`config.mk`:
```
export PLATFORM = sky130hd
export DESIGN_NAME = dpmux_xbar
export DESIGN_NICKNAME = d
export VERILOG_FILES = /design/src/rtl/dpmux_pkg.sv /design/src/rtl/dpmux_hold.sv /design/src/rtl/dpmux_route.sv /design/src/rtl/dpmux_xbar.sv
export SDC_FILE = /design/constraint.sdc
export NUM_CORES = 1
export LEC_CHECK = 0
export ABC_AREA = 1
export BUFFER_PORTS_ARGS = -buffer_cell sky130_fd_sc_hd__buf_4
export CAP_MARGIN = 20
export CORE_ASPECT_RATIO = 1.2
export CORE_MARGIN = 1.5
export CORE_UTILIZATION = 49
export CTS_CLUSTER_DIAMETER = 150
export CTS_CLUSTER_SIZE = 28
export DETAILED_ROUTE_END_ITERATION = 8
export GPL_TIMING_DRIVEN = 1
export PLACE_DENSITY = 0.85
export SETUP_SLACK_MARGIN = 0.5
export SYNTH_ARGS = -nofsm -noshare
export SYNTH_HDL_FRONTEND = slang
export SYNTH_HIERARCHICAL = 1
export SYNTH_SLANG_ARGS = --single-unit
```
`constraint.sdc`:
```
create_clock -name clk_i -period 1.4 [get_ports clk_i]
set_clock_uncertainty 0.2 [all_clocks]
set_input_delay 0.21 -clock clk_i [delete_from_list [all_inputs] [get_ports clk_i]]
set_output_delay 0.21 -clock clk_i [all_outputs]
set_load 0.1 [all_outputs]
```
`src/rtl/dpmux_pkg.sv`:
```
package dpmux_pkg;
  localparam int unsigned NPORT = 3;
  localparam int unsigned PORT_A = 0;
  localparam int unsigned PORT_B = 1;
  localparam int unsigned PORT_C = 2;

  typedef enum logic [1:0] {
    SRC_A    = 2'b00,
    SRC_B    = 2'b01,
    SRC_C    = 2'b10,
    SRC_ZERO = 2'b11
  } src_sel_e;
endpackage

```
`src/rtl/dpmux_hold.sv`:
```
module dpmux_hold #(
  parameter int unsigned W = 9
) (
  input  logic         clk_i,
  input  logic         rst_ni,
  input  logic         ld_i,
  input  logic [W-1:0] d_i,
  output logic [W-1:0] q_o
);
  always_ff @(posedge clk_i or negedge rst_ni) begin
    if (!rst_ni)   q_o <= '0;
    else if (ld_i) q_o <= d_i;
  end
endmodule

```
`src/rtl/dpmux_route.sv`:
```
module dpmux_route
  import dpmux_pkg::*;
#(
  parameter int unsigned W          = 9,
  parameter bit          INV_FROM_C = 1'b1
) (
  input  logic [W-1:0] hold_a_i,
  input  logic [W-1:0] hold_b_i,
  input  logic [W-1:0] hold_c_i,
  input  logic [1:0]   sel_i,
  input  logic         pinv_i,
  input  logic         oe_i,
  output logic [W-1:0] d_o,
  output logic         oe_o
);
  logic [W-1:0] c_path;
  logic [W-1:0] pick;

  // parity flip only on the C path into the other ports
  generate
    if (INV_FROM_C) begin : g_inv
      assign c_path = hold_c_i ^ {pinv_i, {(W-1){1'b0}}};
    end else begin : g_noinv
      logic unused_pinv;
      assign unused_pinv = pinv_i;
      assign c_path      = hold_c_i;
    end
  endgenerate

  always_comb begin
    unique case (src_sel_e'(sel_i))
      SRC_A:   pick = hold_a_i;
      SRC_B:   pick = hold_b_i;
      SRC_C:   pick = c_path;
      default: pick = '0;
    endcase
  end

  assign oe_o = oe_i;
  assign d_o  = oe_i ? pick : '0;
endmodule

```
`src/rtl/dpmux_xbar.sv`:
```
module dpmux_xbar
  import dpmux_pkg::*;
#(
  parameter int unsigned DATA_W = 8,
  localparam int unsigned W     = DATA_W + 1
) (
  input  logic         clk_i,
  input  logic         rst_ni,
  input  logic [W-1:0] a_i,
  input  logic [W-1:0] b_i,
  input  logic [W-1:0] c_i,
  input  logic         ld_a_i,
  input  logic         ld_b_i,
  input  logic         ld_c_i,
  input  logic         oe_a_i,
  input  logic         oe_b_i,
  input  logic         oe_c_i,
  input  logic [1:0]   sel_a_i,
  input  logic [1:0]   sel_b_i,
  input  logic [1:0]   sel_c_i,
  input  logic         pinv_i,
  output logic [W-1:0] a_o,
  output logic [W-1:0] b_o,
  output logic [W-1:0] c_o,
  output logic         a_oe_o,
  output logic         b_oe_o,
  output logic         c_oe_o
);
  logic [W-1:0] din  [NPORT];
  logic [W-1:0] hold [NPORT];
  logic [W-1:0] dout [NPORT];
  logic [1:0]   sel  [NPORT];
  logic         ld   [NPORT];
  logic         oe   [NPORT];
  logic         oeo  [NPORT];

  assign din[PORT_A] = a_i;
  assign din[PORT_B] = b_i;
  assign din[PORT_C] = c_i;
  assign ld[PORT_A]  = ld_a_i;
  assign ld[PORT_B]  = ld_b_i;
  assign ld[PORT_C]  = ld_c_i;
  assign oe[PORT_A]  = oe_a_i;
  assign oe[PORT_B]  = oe_b_i;
  assign oe[PORT_C]  = oe_c_i;
  assign sel[PORT_A] = sel_a_i;
  assign sel[PORT_B] = sel_b_i;
  assign sel[PORT_C] = sel_c_i;

  generate
    for (genvar p = 0; p < NPORT; p++) begin : g_port
      dpmux_hold #(.W(W)) u_hold (
        .clk_i  (clk_i),
        .rst_ni (rst_ni),
        .ld_i   (ld[p]),
        .d_i    (din[p]),
        .q_o    (hold[p])
      );

      dpmux_route #(.W(W), .INV_FROM_C(p != PORT_C)) u_route (
        .hold_a_i (hold[PORT_A]),
        .hold_b_i (hold[PORT_B]),
        .hold_c_i (hold[PORT_C]),
        .sel_i    (sel[p]),
        .pinv_i   (pinv_i),
        .oe_i     (oe[p]),
        .d_o      (dout[p]),
        .oe_o     (oeo[p])
      );
    end
  endgenerate

  assign a_o    = dout[PORT_A];
  assign b_o    = dout[PORT_B];
  assign c_o    = dout[PORT_C];
  assign a_oe_o = oeo[PORT_A];
  assign b_oe_o = oeo[PORT_B];
  assign c_oe_o = oeo[PORT_C];

  // named taps for the bound checker
  logic [W-1:0] hold_a_q, hold_b_q, hold_c_q;
  assign hold_a_q = hold[PORT_A];
  assign hold_b_q = hold[PORT_B];
  assign hold_c_q = hold[PORT_C];
endmodule

```
Word level (Yosys, flattened, before mapping)
Index checks and enable logic that the tools add are counted.

Latch bits: 0. Bits in writable memories: 0. Output and inout bits: 30. Input bits: 42. Memories: 0. ROM bits: 0. Register bits: 27.

Reductions and logical operators: 3. Equal/unequal tests: 6. Divide/modulo/power cells: 0. Multiplexer cells: 6. $lt $le $gt $ge: 0. Shift operators: 0. Bitwise gates (word level): 1. Multiply operators: 0. Add/sub/neg operators: 0.

Operators with widths (number): $pmux W9 S3 (3); $mux W9 (3); $xor A9 B9 Y9 (1); $eq A2 B1 Y1 const B (3); $eq A2 B2 Y1 const B (3); $logic_not A2 Y1 (3).

Logic depth before layout (Yosys ltp)
Gate-level depths: netlist of the first run.

Depth in word-level cells: 3. Mapped depth: 6.

Hierarchy
Netlist of the first run, hierarchy kept.

By module, submodules not included: dpmux_hold (instances 3, area each 341.6 um^2, cells each 38); dpmux_route (g_port[0].u_route ...) (instances 2, area each 290.3 um^2, cells each 66); dpmux_route (g_port[2].u_route) (instances 1, area each 305.3 um^2, cells each 61).

Worst setup path before layout of the first run
OpenSTA, ideal clock, no wires.

Path type: input-to-output. Start point: input sel_a_i[0]. End point: output a_o[8]. Data arrival time: 1.502 ns. Buffers on the path: 0. Slack: -0.512 ns. Stages on the path: 5. Path through: nor2_2 > nand2_2 > nand2_1 > inv_2 > a21oi_2.

Longest elaborated chain between the ends: 3.

RTL lines: start, declared (line dpmux_xbar.sv:18) `input logic [1:0] sel_a_i,`; $eq A2 B2 Y1 (tied with other cells) (line dpmux_route.sv:31) `unique case (src_sel_e'(sel_i))`; $pmux W9 S3 * (line dpmux_route.sv:31); $mux W9 * (line dpmux_route.sv:40) `assign d_o = oe_i ? pick : '0;`; end, declared (line dpmux_xbar.sv:22) `output logic [W-1:0] a_o,`.

Mark *: on every way between the ends. The rest lies on a longest branch, timed or not.

Worst setup path in the final report of the first run
Start point: register g_port[1].u_hold.q_o[2]. End point: output a_o[2].

Longest elaborated chain between the ends: 2.

RTL lines: start, declared (line dpmux_hold.sv:8) `output logic [W-1:0] q_o`; start signal, assigned (line dpmux_hold.sv:12) `else if (ld_i) q_o <= d_i;`; $pmux W9 S3 (line dpmux_route.sv:31); $mux W9 (line dpmux_route.sv:40).

No other way between the ends.

==> results of run 1 <==
==> cell usage in the layout (no fill, tap or decap), drive strengths merged <==
cell type | synthesis | final
nand2 | 171 | 171
buf | 11 | 83
nand3 | 47 | 47
dfrtp | 27 | 27
clkinvlp | 0 | 25
inv | 42 | 17
nor2 | 7 | 7
clkbuf | 0 | 4
a21oi | 2 | 2
dlygate4sd3 | 0 | 1
==> metal layers <==
layer / vias to the layer above / part of all wire [%] / track usage, %
met5: - / 0 / 0
met1: 1198 / 31 / 36.1
li1: 1080 / - / -
met2: 274 / 49 / 57.4
met3: 111 / 11 / 3.25
met4: 0 / 8.9 / 11.1
==> critical path, cell delays in order (launching register included) <==
cell	delay (ns)
dfrtp_2	0.48
nand2_1	0.09
nand3_1	0.10
nand2_2	0.12
clkinvlp_4	0.16
buf_12	0.20
==> final timing paths <==
path | depth (start not counted) | start | endpoint
setup / recovery | 5 | g_port[1].u_hold/q_o[2] | a_o[2]
hold / removal | 3 | b_i[7] | g_port[1].u_hold/q_o[7]
setup reg to reg | 3 | g_port[2].u_hold/q_o[1] | g_port[2].u_hold/q_o[1]
hold reg to reg | 2 | g_port[0].u_hold/q_o[6] | g_port[0].u_hold/q_o[6]
max in group asynchronous | 2 | rst_ni | g_port[0].u_hold/q_o[4]
min in group asynchronous | 2 | rst_ni | g_port[2].u_hold/q_o[3]
==> cell type report <==
type	instances	area share, %
Clock buffer	4	1.31
Inverter	42	7.29
Multi-Input combinational cell	227	37.5
Sequential cell	27	20.0
Tap cell	52	1.89
Timing Repair Buffer	84	32.1
==> cells by family after synthesis <==
logic type	count (synthesis)	synth area share (%)
and+or+nand+nor	225	50.2
buffers and inverters	53	13.5
DFF	27	35.4
AOI/OAI and AO/OA	2	0.917
==> power groups by stage <==
| stage | combinational, uW | sequential, uW | clock, uW |
|---|---|---|---|
| after floorplan | 764 | 920 | 0 |
| after global placement | 983 | 957 | 0 |
| after detailed placement | 998 | 957 | 0 |
| after CTS | 1230 | 943 | 457 |
| after global routing | 1460 | 989 | 490 |
| final | 1410 | 986 | 461 |
==> through the flow <==
step | TNS (ns) | setup slack [ns] | cell area (um^2)
after floorplan | -1.08 | -0.166 | 2040
after global placement | -4.26 | -0.171 | 2570
after detailed placement | -4.51 | -0.191 | 2570
after CTS | -6.81 | -0.293 | 3150
after global routing | -10.14 | -0.502 | 3450
final | -9.04 | -0.425 | 3450
==> repair_timing <==
item	in CTS	in global routing
gates cloned	1	0
pin swaps	31	59
resized for setup	125	70
endpoints found under the setup margin	33	48
endpoints found under the hold margin	54	27
buffers inserted	4	4
==> results.py, run 1 <==
metrics = {
    "run_status": {
        "status": "finished, violations left",
        "violations": "negative hold slack, negative setup slack",
    },
    "route": {
        "via_count": 2663,
        "drc_errors": 0,
        "drtIter0Drc": 393,
        "wl_per_cell_um": 21.1,
        "finalWirelength_mm": 9.19,
        "drt_first_pass_iters": 8,
        "viasPerCell": 6.11,
        "drtAntennaViolNets": 0,
    },
    "clock_network": {
        "path_clk_slew_ns": 0.10,
        "cts_buffer_depth": 2,
        "cts_tree": "yes",
        "cts_buffers": 3,
        "cts_max_level": 1,
        "clock-root-buffer": "clkbuf_8",
        "hold_buffers": 1,
        "clk_latency_ns": 0.27,
        "cts.sinks": 27,
    },
    "final_layout": {
        "final_core_util_pct": 93.4,
        "largestRegisters": "g_port.u_hold/q_o: 27 flops",
        "finalNetCount": 427,
        "largest_reg_flops": 27,
        "antenna_cells": 0,
        "largest_register": "g_port.u_hold/q_o",
        "multi_input_area_um2": 1290,
        "drive_gt1_share_pct": 57.8,
        "syn2layout_area_growth_pct": 80.5,
        "regArea_um2": 688,
        "layout.cells.non_filler": 436,
        "fill_cells": 119,
    },
    "synthesis": {
        "synth_seq_cells": 27,
        "syn-cell-area_um2": 1910,
        "synth_edf_count": 0,
        "syn_inst": 307,
        "netlist_top_cells_area": "dfrtp_1, nand2_1, nand3_1, inv_1, buf_6",
        "synth.distinct_cells": 13,
        "synth.most_common_cell": "nand2_1",
        "syn_nets": 349,
        "synthTopCellsByCount": "nand2_1, nand3_1, inv_1, dfrtp_1, inv_2",
        "ys_warn_count": 6,
        "syn_avg_cell_area_um2": 6.22,
        "async_flop_share_pct": 100,
        "synth_top_cell_by_area": "dfrtp_1",
        "seq_area_frac_synth_pct": 35.4,
        "ys.flop_type": "dfrtp_1",
        "yosys.area.top_type_share_pct": 35.4,
    },
    "power_and_ir_drop": {
        "power.total_uw": 2860,
        "pwr-share-clk_pct": 16.1,
        "switching_share_pct": 44.9,
        "comb_power_share_pct": 49.4,
        "p_seq_share_pct": 34.5,
        "cellPowerDensity_nw_per_um2": 829,
        "p_leak_uw": 0.00164,
        "intPower_uw": 1570,
        "ir_drop_mv": 0.675,
        "power.switching_uw": 1280,
    },
    "floorplanning": {
        "core_um2": 3690,
        "rows": 24,
        "initial_core_util_pct": 51.7,
        "die_x_um": 60,
        "die_area_um2": 4280,
        "ioPinCount": 72,
        "die_y_um": 71.4,
    },
    "timing": {
        "fin_crit_sh_pct": 130,
        "min_period_ns": 1.83,
        "max_freq_ghz": 0.548,
        "worst_slew_pin_slew_ns": 0.377,
        "slew_headroom_pct": 74.9,
        "setup_viol": 27,
        "setup_slack_ns": -0.425,
        "slew_violations": 0,
        "holdWs_ns": -0.0706,
        "rsz0062_at_grt": "yes",
        "hold_viol": 26,
    },
    "placement": {
        "dp_cells": 422,
        "globalplace.congestion": 0.878,
        "place_hpwl_mm": 4.07,
        "port_buffers": 71,
    },
    "global_route": {
        "overflow": 0,
        "grt_max_degree": 28,
        "grtUsageTotal_pct": 31.1,
        "antenna_found_initial": 0,
        "grt_pass1_vias": 2264,
        "grt_pass1_wl_mm": 10.1,
    },
    "setup_path": {
        "worstPathMaxFanout": 4,
        "r2r_slack_ns": 0.35,
        "crit_path_end_kind": "output port",
        "path_class": "reg -> out",
        "worst_setup_path_start_kind": "flop",
        "critical_path_arrival_ns": 1.42,
        "required_ns": 0.99,
    },
    "worst_hold_path": {
        "worstHoldPathType": "in -> reg",
    },
    "job": {
        "max-cap-violations": 0,
    },
}
Power figures use the tool's default switching activity.
==> run 2, diff against run 1 <==
clock period = 2 ns   (was 1.4 ns; I/O delays follow)
==> run 2 against run 1 <==
  * The run now ends clean
  * Via count decreased by 0.15%
  * Die area did not move
  * First-iteration DRC count fell by 26%
  * Sequential share of layout area up 0.32 points
  * Count of clock-buffer cells in the layout decreased by 1
==> results.py, run 2 (synthesis results as in run 1) <==
metrics = {
    "floorplanning": {
        "die_y_um": 71.4,
        "rows": 24,
        "die_x_um": 60,
        "initial_core_util_pct": 51.7,
        "ioPinCount": 72,
        "core_um2": 3690,
        "die_area_um2": 4280,
    },
    "clock_network": {
        "cts_buffers": 3,
        "cts.sinks": 27,
        "clock-root-buffer": "clkbuf_8",
        "cts_max_level": 1,
        "cts_tree": "yes",
        "cts_buffer_depth": 2,
        "path_clk_slew_ns": 0.10,
        "clk_latency_ns": 0.29,
    },
    "power_and_ir_drop": {
        "cellPowerDensity_nw_per_um2": 589,
        "p_seq_share_pct": 34.5,
        "ir_drop_mv": 0.642,
        "intPower_uw": 1080,
        "pwr-share-clk_pct": 16.9,
        "p_leak_uw": 0.00163,
        "comb_power_share_pct": 48.5,
        "switching_share_pct": 45.9,
        "power.switching_uw": 918,
    },
    "global_route": {
        "use_met3_pct": 5.78,
        "grt_pass1_wl_mm": 11.1,
        "busiest_layer": "met2",
        "grt_max_degree": 28,
        "overflow": 0,
        "grt_pass1_vias": 2415,
        "grtUsageTotal_pct": 34.0,
        "use_met1_pct": 39.5,
        "grtUsageMet2_pct": 58.7,
        "antenna_found_initial": 0,
    },
    "setup_path": {
        "path_class": "reg -> out",
        "worstPathMaxFanout": 4,
        "worst_setup_path_start_kind": "flop",
        "crit_path_end_kind": "output port",
        "required_ns": 1.50,
        "critical_path_arrival_ns": 1.41,
    },
    "route": {
        "drc_errors": 0,
        "viasPerCell": 6.03,
        "wl_per_cell_um": 20.3,
        "finalWirelength_mm": 8.96,
        "via_count": 2659,
        "drt_first_pass_iters": 7,
        "drtIter0Drc": 292,
        "drtAntennaViolNets": 0,
    },
    "final_layout": {
        "largestRegisters": "g_port.u_hold/q_o: 27 flops",
        "finalNetCount": 432,
        "final_core_util_pct": 92.0,
        "final_common_cell": "nand2_1",
        "largest_register": "g_port.u_hold/q_o",
        "antenna_cells": 0,
        "regArea_um2": 689,
        "largest_reg_flops": 27,
        "multi_input_area_um2": 1290,
        "syn2layout_area_growth_pct": 77.9,
        "drive_gt1_share_pct": 59.9,
        "most-common-layout-cells": "nand2_1, buf_4, nand2_2",
        "fill_cells": 140,
    },
    "placement": {
        "globalplace.congestion": 0.936,
        "port_buffers": 71,
        "place_hpwl_mm": 4.16,
    },
    "timing": {
        "hold_viol": 0,
        "worst_slew_pin_slew_ns": 0.370,
        "fin_crit_sh_pct": 95.3,
        "min_period_ns": 1.91,
        "slew_headroom_pct": 75.3,
        "max_freq_ghz": 0.525,
        "rsz0062_at_grt": "yes",
        "slew_violations": 0,
        "setup_viol": 0,
        "tns_ns": 0,
    },
    "run_status": {
        "status": "finished clean",
    },
    "worst_hold_path": {
        "worstHoldPathType": "in -> reg",
    },
    "job": {
        "max-cap-violations": 0,
    },
}
==> run 2: cell type report <==
| type | count | area share [%] |
|---|---|---|
| multi-input cells | 228 | 38.1 |
| repair buffers | 87 | 29.9 |
| flip-flops and latches | 27 | 20.3 |
| inverters | 42 | 8.24 |
| well taps | 52 | 1.91 |
| clock buffers | 3 | 1.21 |
| repair inverters | 1 | 0.221 |
| clock inverters | 1 | 0.147 |
==> run 2: critical path, stage by stage, from the launching register on <==
cell	delay [ns]
dfrtp_1	0.52
nand3_1	0.17
nand3_2	0.11
nand2_2	0.06
clkinvlp_4	0.08
buf_12	0.16
==> run 2: power by group through the flow <==
stage	logic, uW	clock network [uW]	registers [uW]
after floorplan	540	0	644
after global placement	687	0	671
after detailed placement	697	0	673
after CTS	853	316	662
after global routing	1010	361	693
final	971	339	692
==> run 2: worst paths after layout <==
| check | from | end | slack [ns] | cells after the start |
|---|---|---|---|---|
| min reg2reg | g_port[0].u_hold/q_o[3] | g_port[0].u_hold/q_o[3] | 0.40 | 2 |
| max in group asynchronous | rst_ni | g_port[0].u_hold/q_o[8] | 1.06 | 2 |
| min | b_i[8] | g_port[1].u_hold/q_o[8] | 0.005 | 3 |
| min in group asynchronous | rst_ni | g_port[2].u_hold/q_o[3] | 0.25 | 2 |
| max reg2reg | g_port[1].u_hold/q_o[7] | g_port[1].u_hold/q_o[7] | 0.80 | 4 |
| max | g_port[1].u_hold/q_o[7] | c_o[7] | 0.09 | 5 |
==> run 2: what timing repair did <==
action / 4_1_cts / 5_1_grt
endpoints found under the hold margin: 27 / 0
endpoints found under the setup margin: 27 / 27
setup buffers: 6 / 9
gates cloned: 2 / 0
hold buffers: 1 / 0
pin swaps: 63 / 45
gates resized for setup: 109 / 69
==> run 2: per-stage QoR <==
step           total power [uW]  area [um^2]  hold WS [ns]  std cells  setup WS (ns)
2_1_floorplan              1180         2080        -0.196        307          0.318
3_3_place_gp               1360         2560        0.0265        419          0.183
3_5_place_dp               1370         2560        0.0311        419          0.174
4_1_cts                    1830         3080        0.0205        432          0.208
5_1_grt                    2060         3400       0.00141        441         0.0706
6_report                   2000         3400       0.00479        441         0.0936
==> run 2: metal layers <==
metal,vias to the layer above,share of wire (%)
met3,92,9.5
li1,1087,-
met5,-,0
met2,244,50
met1,1236,33
met4,0,7.8
